### config.mk
export PLATFORM = sky130hd
export DESIGN_NAME = tvs_sync_recover
export DESIGN_NICKNAME = d
export VERILOG_FILES = /design/src/rtl/tvs_pkg.sv /design/src/rtl/tvs_run_detect.sv /design/src/rtl/tvs_timebase.sv /design/src/rtl/tvs_lock.sv /design/src/rtl/tvs_sync_recover.sv
export SDC_FILE = /design/constraint.sdc
export NUM_CORES = 1
export LEC_CHECK = 0
export ABC_AREA = 0
export BUFFER_PORTS_ARGS = -buffer_cell sky130_fd_sc_hd__buf_2
export CORE_MARGIN = 5
export CORE_UTILIZATION = 30
export CTS_CLUSTER_DIAMETER = 30
export DETAILED_ROUTE_END_ITERATION = 10
export SLEW_MARGIN = 20
export SYNTH_ARGS = -nofsm -noshare
export SYNTH_HDL_FRONTEND = slang
export SYNTH_SLANG_ARGS = --single-unit
### constraint.sdc
create_clock -name clk -period 3.2 [get_ports clk]
set_input_delay 0.48 -clock clk [delete_from_list [all_inputs] [get_ports clk]]
set_output_delay 0.48 -clock clk [all_outputs]
set_load 0.01 [all_outputs]
### src/rtl/tvs_pkg.sv
package tvs_pkg;

    typedef enum logic [1:0] {
        LVL_SYNC  = 2'b00,
        LVL_BLACK = 2'b01,
        LVL_WHITE = 2'b10,
        LVL_RSVD  = 2'b11
    } level_e;

    typedef struct packed {
        logic is_sync;
        logic is_white;
    } lvl_class_t;

    function automatic lvl_class_t classify(input logic [1:0] code);
        lvl_class_t c;
        c.is_sync  = (code == LVL_SYNC);
        c.is_white = (code == LVL_WHITE);
        return c;
    endfunction

    typedef struct packed {
        logic line_evt;
        logic frame_evt;
    } sync_evt_t;

endpackage

### src/rtl/tvs_run_detect.sv
module tvs_run_detect #(
    parameter int LINE_MIN  = 4,
    parameter int FRAME_MIN = 60
) (
    input  logic                clk,
    input  logic                rst,
    input  logic                en,
    input  logic                is_sync,
    output tvs_pkg::sync_evt_t  evt
);
    localparam int RUN_W = $clog2(FRAME_MIN + 1);
    localparam logic [RUN_W-1:0] RUN_LINE  = RUN_W'(LINE_MIN);
    localparam logic [RUN_W-1:0] RUN_FRAME = RUN_W'(FRAME_MIN);

    logic [RUN_W-1:0] run_q;

    always_ff @(posedge clk) begin
        if (rst) begin
            run_q <= '0;
        end else if (en) begin
            if (!is_sync)
                run_q <= '0;
            else if (run_q != RUN_FRAME)
                run_q <= run_q + 1'b1;
        end
    end

    always_comb begin
        evt.frame_evt = en && !is_sync && (run_q >= RUN_FRAME);
        evt.line_evt  = en && !is_sync && (run_q >= RUN_LINE) && (run_q < RUN_FRAME);
    end
endmodule

### src/rtl/tvs_timebase.sv
module tvs_timebase #(
    parameter int PIX_PER_SCAN = 80,
    parameter int SCANS        = 32,
    localparam int PIX_W  = $clog2(PIX_PER_SCAN),
    localparam int SCAN_W = $clog2(SCANS)
) (
    input  logic                clk,
    input  logic                rst,
    input  logic                en,
    input  tvs_pkg::sync_evt_t  evt,
    output logic [PIX_W-1:0]    pix,
    output logic [SCAN_W-1:0]   scan,
    output logic [PIX_W-1:0]    pix_nxt,
    output logic [SCAN_W-1:0]   scan_nxt,
    output logic                at_last_scan,
    output logic                skip_evt
);
    localparam logic [PIX_W-1:0]  PIX_LAST  = PIX_W'(PIX_PER_SCAN - 1);
    localparam logic [SCAN_W-1:0] SCAN_LAST = SCAN_W'(SCANS - 1);

    logic [PIX_W-1:0]  pix_q;
    logic [SCAN_W-1:0] scan_q;
    logic              new_scan;

    function automatic logic [SCAN_W-1:0] scan_inc(input logic [SCAN_W-1:0] s);
        return (s == SCAN_LAST) ? '0 : s + 1'b1;
    endfunction

    always_comb begin
        new_scan = evt.line_evt || (pix_q == PIX_LAST);
        pix_nxt  = pix_q;
        scan_nxt = scan_q;
        if (en) begin
            if (evt.frame_evt) begin
                pix_nxt  = '0;
                scan_nxt = '0;
            end else if (new_scan) begin
                pix_nxt  = '0;
                scan_nxt = scan_inc(scan_q);
            end else begin
                pix_nxt  = pix_q + 1'b1;
            end
        end
        at_last_scan = (scan_q == SCAN_LAST);
        skip_evt     = en && !evt.frame_evt && new_scan && at_last_scan;
    end

    always_ff @(posedge clk) begin
        if (rst) begin
            pix_q  <= PIX_LAST;
            scan_q <= SCAN_LAST;
        end else begin
            pix_q  <= pix_nxt;
            scan_q <= scan_nxt;
        end
    end

    assign pix  = pix_q;
    assign scan = scan_q;
endmodule

### src/rtl/tvs_lock.sv
module tvs_lock #(
    parameter int LOCK_FRAMES = 2
) (
    input  logic clk,
    input  logic rst,
    input  logic frame_evt,
    input  logic at_last_scan,
    input  logic skip_evt,
    output logic locked_nxt,
    output logic locked
);
    localparam int GOOD_W = $clog2(LOCK_FRAMES + 1);
    localparam logic [GOOD_W-1:0] GOOD_MAX = GOOD_W'(LOCK_FRAMES);

    logic [GOOD_W-1:0] good_q, good_nxt;

    always_comb begin
        good_nxt = good_q;
        if (frame_evt) begin
            if (!at_last_scan)
                good_nxt = '0;
            else if (good_q != GOOD_MAX)
                good_nxt = good_q + 1'b1;
        end else if (skip_evt) begin
            good_nxt = '0;
        end
        locked_nxt = (good_nxt == GOOD_MAX);
    end

    always_ff @(posedge clk) begin
        if (rst) begin
            good_q <= '0;
            locked <= 1'b0;
        end else begin
            good_q <= good_nxt;
            locked <= locked_nxt;
        end
    end
endmodule

### src/rtl/tvs_sync_recover.sv
module tvs_sync_recover #(
    parameter int PIX_PER_SCAN = 80,
    parameter int ACTIVE_PIX   = 74,
    parameter int SCANS        = 32,
    parameter int LINE_MIN     = 4,
    parameter int FRAME_MIN    = 60,
    parameter int LOCK_FRAMES  = 2,
    localparam int PIX_W  = $clog2(PIX_PER_SCAN),
    localparam int SCAN_W = $clog2(SCANS)
) (
    input  logic              clk,
    input  logic              rst,
    input  logic              sample_en,
    input  logic [1:0]        level,
    output logic              locked,
    output logic              video_valid,
    output logic              pixel_bit,
    output logic [PIX_W-1:0]  pixel_idx,
    output logic [SCAN_W-1:0] scan_idx
);
    import tvs_pkg::*;

    localparam logic [PIX_W-1:0]  PIX_ACT   = PIX_W'(ACTIVE_PIX);
    localparam logic [SCAN_W-1:0] SCAN_LAST = SCAN_W'(SCANS - 1);

    lvl_class_t        cls;
    sync_evt_t         evt;
    logic [PIX_W-1:0]  pix_nxt;
    logic [SCAN_W-1:0] scan_nxt;
    logic              at_last_scan, skip_evt, locked_nxt;

    assign cls = classify(level);

    tvs_run_detect #(
        .LINE_MIN (LINE_MIN),
        .FRAME_MIN(FRAME_MIN)
    ) u_run (
        .clk    (clk),
        .rst    (rst),
        .en     (sample_en),
        .is_sync(cls.is_sync),
        .evt    (evt)
    );

    tvs_timebase #(
        .PIX_PER_SCAN(PIX_PER_SCAN),
        .SCANS       (SCANS)
    ) u_tb (
        .clk         (clk),
        .rst         (rst),
        .en          (sample_en),
        .evt         (evt),
        .pix         (pixel_idx),
        .scan        (scan_idx),
        .pix_nxt     (pix_nxt),
        .scan_nxt    (scan_nxt),
        .at_last_scan(at_last_scan),
        .skip_evt    (skip_evt)
    );

    tvs_lock #(
        .LOCK_FRAMES(LOCK_FRAMES)
    ) u_lock (
        .clk         (clk),
        .rst         (rst),
        .frame_evt   (evt.frame_evt),
        .at_last_scan(at_last_scan),
        .skip_evt    (skip_evt),
        .locked_nxt  (locked_nxt),
        .locked      (locked)
    );

    always_ff @(posedge clk) begin
        if (rst) begin
            video_valid <= 1'b0;
            pixel_bit   <= 1'b0;
        end else begin
            video_valid <= sample_en && locked_nxt && (pix_nxt < PIX_ACT) && (scan_nxt < SCAN_LAST);
            if (sample_en)
                pixel_bit <= cls.is_white;
        end
    end
endmodule

==> impl_metrics.tcl <==
set metrics [dict create \
    outcome "finished, final reports clean" \
    period_share 0.6525 \
    rr_worst_depth 6 \
    async_reset_ff_frac 0 \
    stdcell_count 228 \
    drive_above_1_share 0.1818 \
    synth.most_common_cell "dfxtp_1" \
    diodes 0 \
    worstReg2RegStart "u_tb.pix[0]$_SDFFE_PP1P_" \
    synth_warnings 0 \
    hold-path-cell-count 2 \
    setup_viol 0 \
    synth_commonest_cells "dfxtp_1 (23), nor2_1 (15), o21ai_0 (14)" \
    drc 0 \
    start_kind "flip-flop" \
    htreeDepth 1 \
    vias_per_cell 5.382 \
    grt_max_degree 19 \
    fin_nets 188 \
    die_area_mm2 0.005894 \
    synth_enable_flop_cells 0 \
    synth_area_mm2 0.001338 \
    insertion_delay_ns 0.26 \
    grt_pass1_vias 1154 \
    post_cts_resized 0 \
    cp.depth 6 \
    die_w_um 76.77 \
    synth_area_leaders "dfxtp_1 (34%), ha_1 (5.6%), o21ai_0 (5.2%)" \
    ant_nets 0 \
    drtPass1Iterations 4 \
    crit_arrival_ns 2.23 \
    skew_ns 0.001718 \
    cts_buffer_depth 2 \
    max-slew-margin-rel 0.6474 \
    finalHoldViolations 0 \
    synth_seq_cells 23 \
    tightest_slew_ns 0.5254 \
    critPathLaunch "u_tb.pix[0]$_SDFFE_PP1P_" \
    cts-hold-fix-buffers 0 \
    drt-total-wl_um 3150 \
    cp_cell_sequence "ha_1, nand3_1, o22ai_4, nand2_1, o31ai_1, a311oi_2" \
    hold_path.class "flip-flop to flip-flop" \
    fmax_mhz 478.9 \
    antenna_found_initial 0 \
    gr-total-overflow 0 \
    die_h_um 76.77 \
    numCtsBuffers 3 \
    synth.largest_area_cell "dfxtp_1" \
    place_hpwl_um 2303 \
    timing.max_cap.violations 0 \
    slew_violations 0 \
    syn2layout_area_growth_pct 13.28 \
    dp_cells 224 \
    syn-instance-count 158 \
    rsz0062_at_grt "false" \
    initial_core_util 0.3072 \
    root_buffer "clkbuf_8" \
    endpoint_kind "flip-flop" \
    path_class "flip-flop to flip-flop" \
    syn_nets 169 \
    setup_tns_ns 0 \
    worstHoldStart "pixel_bit$_SDFFE_PP0P_" \
    port_buffers 19 \
    min_period_ns 2.088 \
    slowest_delay_ns 0.42 \
    slowest_stage "dfxtp_1" \
    grt_usage 0.1104 \
    critical_path.max_fanout 8 \
    ir_drop_mv 0.2436 \
    drtIter0Drc 118 \
    vias 1227 \
    io_pins 20 \
    cts_sinks 23 \
    cts_tree "yes" \
    finalPower_w 0.0007385 \
    cts.reportedPaths.clkPinSlew_ns 0.08 \
    synth.distinct_cells 46 \
    ys.flop_type "dfxtp_1" \
    worstPathRequired_ns 3.34 \
    post_cts_buffers 0 \
    path_delay_family "compound AO/OA/AOI/OAI gates" \
    wl_per_cell_um 13.82 \
    core.rowCount 24 \
    synth_area_per_cell_um2 8.465 \
    core_mm2 0.004354 \
    leakage_nw 0.5731 \
    netlist.area_leader.share 0.3442 \
    gp_congestion 0.8551 \
    path_buf_inv 0 \
    power.density_mw_per_mm2 487.4 \
    grt_pass1_wl_um 5478 \
    synth.yosys.seq_area_share 0.3442 \
]
path summary, 6_finish.rpt:
check	end	slack, ns
setup / recovery	video_valid$_SDFF_PP0_	1.11
hold / removal	pixel_bit$_SDFFE_PP0P_	0.51
setup reg to reg	video_valid$_SDFF_PP0_	1.11
hold reg to reg	pixel_bit$_SDFFE_PP0P_	0.51
layout by cell type, fill, tap and decap left out, types with 3 or more instances in the layout:
cell / n
dfxtp_1: 23
buf_2: 19
nor2_1: 15
o21ai_0: 14
nand2_1: 11
a21oi_1: 8
nand3_1: 7
inv_1: 6
nand4_1: 6
ha_1: 6
and3_1: 4
a211o_1: 4
xor2_1: 4
o21ai_1: 3
nand2b_1: 3
o31ai_1: 3
nor2b_1: 3
a21o_1: 3
clkbuf_8: 3
worst reg2reg max path, stage by stage, from the launching register on:
cell,delay [ns]
dfxtp_1,0.42
ha_1,0.26
nand3_1,0.24
o22ai_4,0.35
nand2_1,0.23
o31ai_1,0.33
a311oi_2,0.13
registers in the layout (all words and copies together) (netlist names):
name,flops
pixel_bit,1
u_lock.good_q,2
video_valid,1
u_tb.pix,7
u_tb.scan,5
u_lock.locked,1
u_run.run_q,6
power breakdown:
group	leakage (nW)	switching (W)	internal [W]
clock	0.0228	0.0000960	0.0000890
sequential	0.188	0.0000266	0.000306
combinational	0.362	0.000128	0.0000936
total	0.573	0.000250	0.000488
metrics by stage:
stage	area (um2)	utilization	setup WS (ns)	hold slack (ns)
after global placement	1470	0.3376	0.9687	0.4709
after detailed placement	1470	0.3376	0.9581	0.4874
after floorplan	1338	-	1.307	0.4620
final	1515	0.3480	1.112	0.5079
after global routing	1515	0.3480	0.9335	0.5603
after CTS	1515	0.3480	1.106	0.5092
layer usage:
| metal | share of wire | GRT usage | vias to the layer above | routed length (um) |
|---|---|---|---|---|
| met5 | 0 | 0 | - | 0 |
| met4 | 0.018 | 0.04720 | 0 | 57 |
| met3 | 0.041 | 0.02576 | 4 | 129 |
| met2 | 0.44 | 0.1638 | 25 | 1400 |
| met1 | 0.50 | 0.1515 | 570 | 1564 |
| li1 | - | - | 628 | - |
cells by family after synthesis:
kind of cell    count (synthesis)  share of synthesized area
compound gates                 53                     0.2881
xor+xnor                        4                    0.02619
simple gates                   61                     0.2479
fa+ha+maj                       6                    0.05613
buf+inv                        11                    0.03741
flops                          23                     0.3442
layout make-up:
type	count	area (um2)
clock buffer	4	45.04
fill	454	2839
multi-input combinational	124	827.0
timing repair buffer	19	95.09
tap	52	65.06
inverter	6	22.52
sequential	23	460.4
Note: power is estimated with default switching activity, not from simulation.
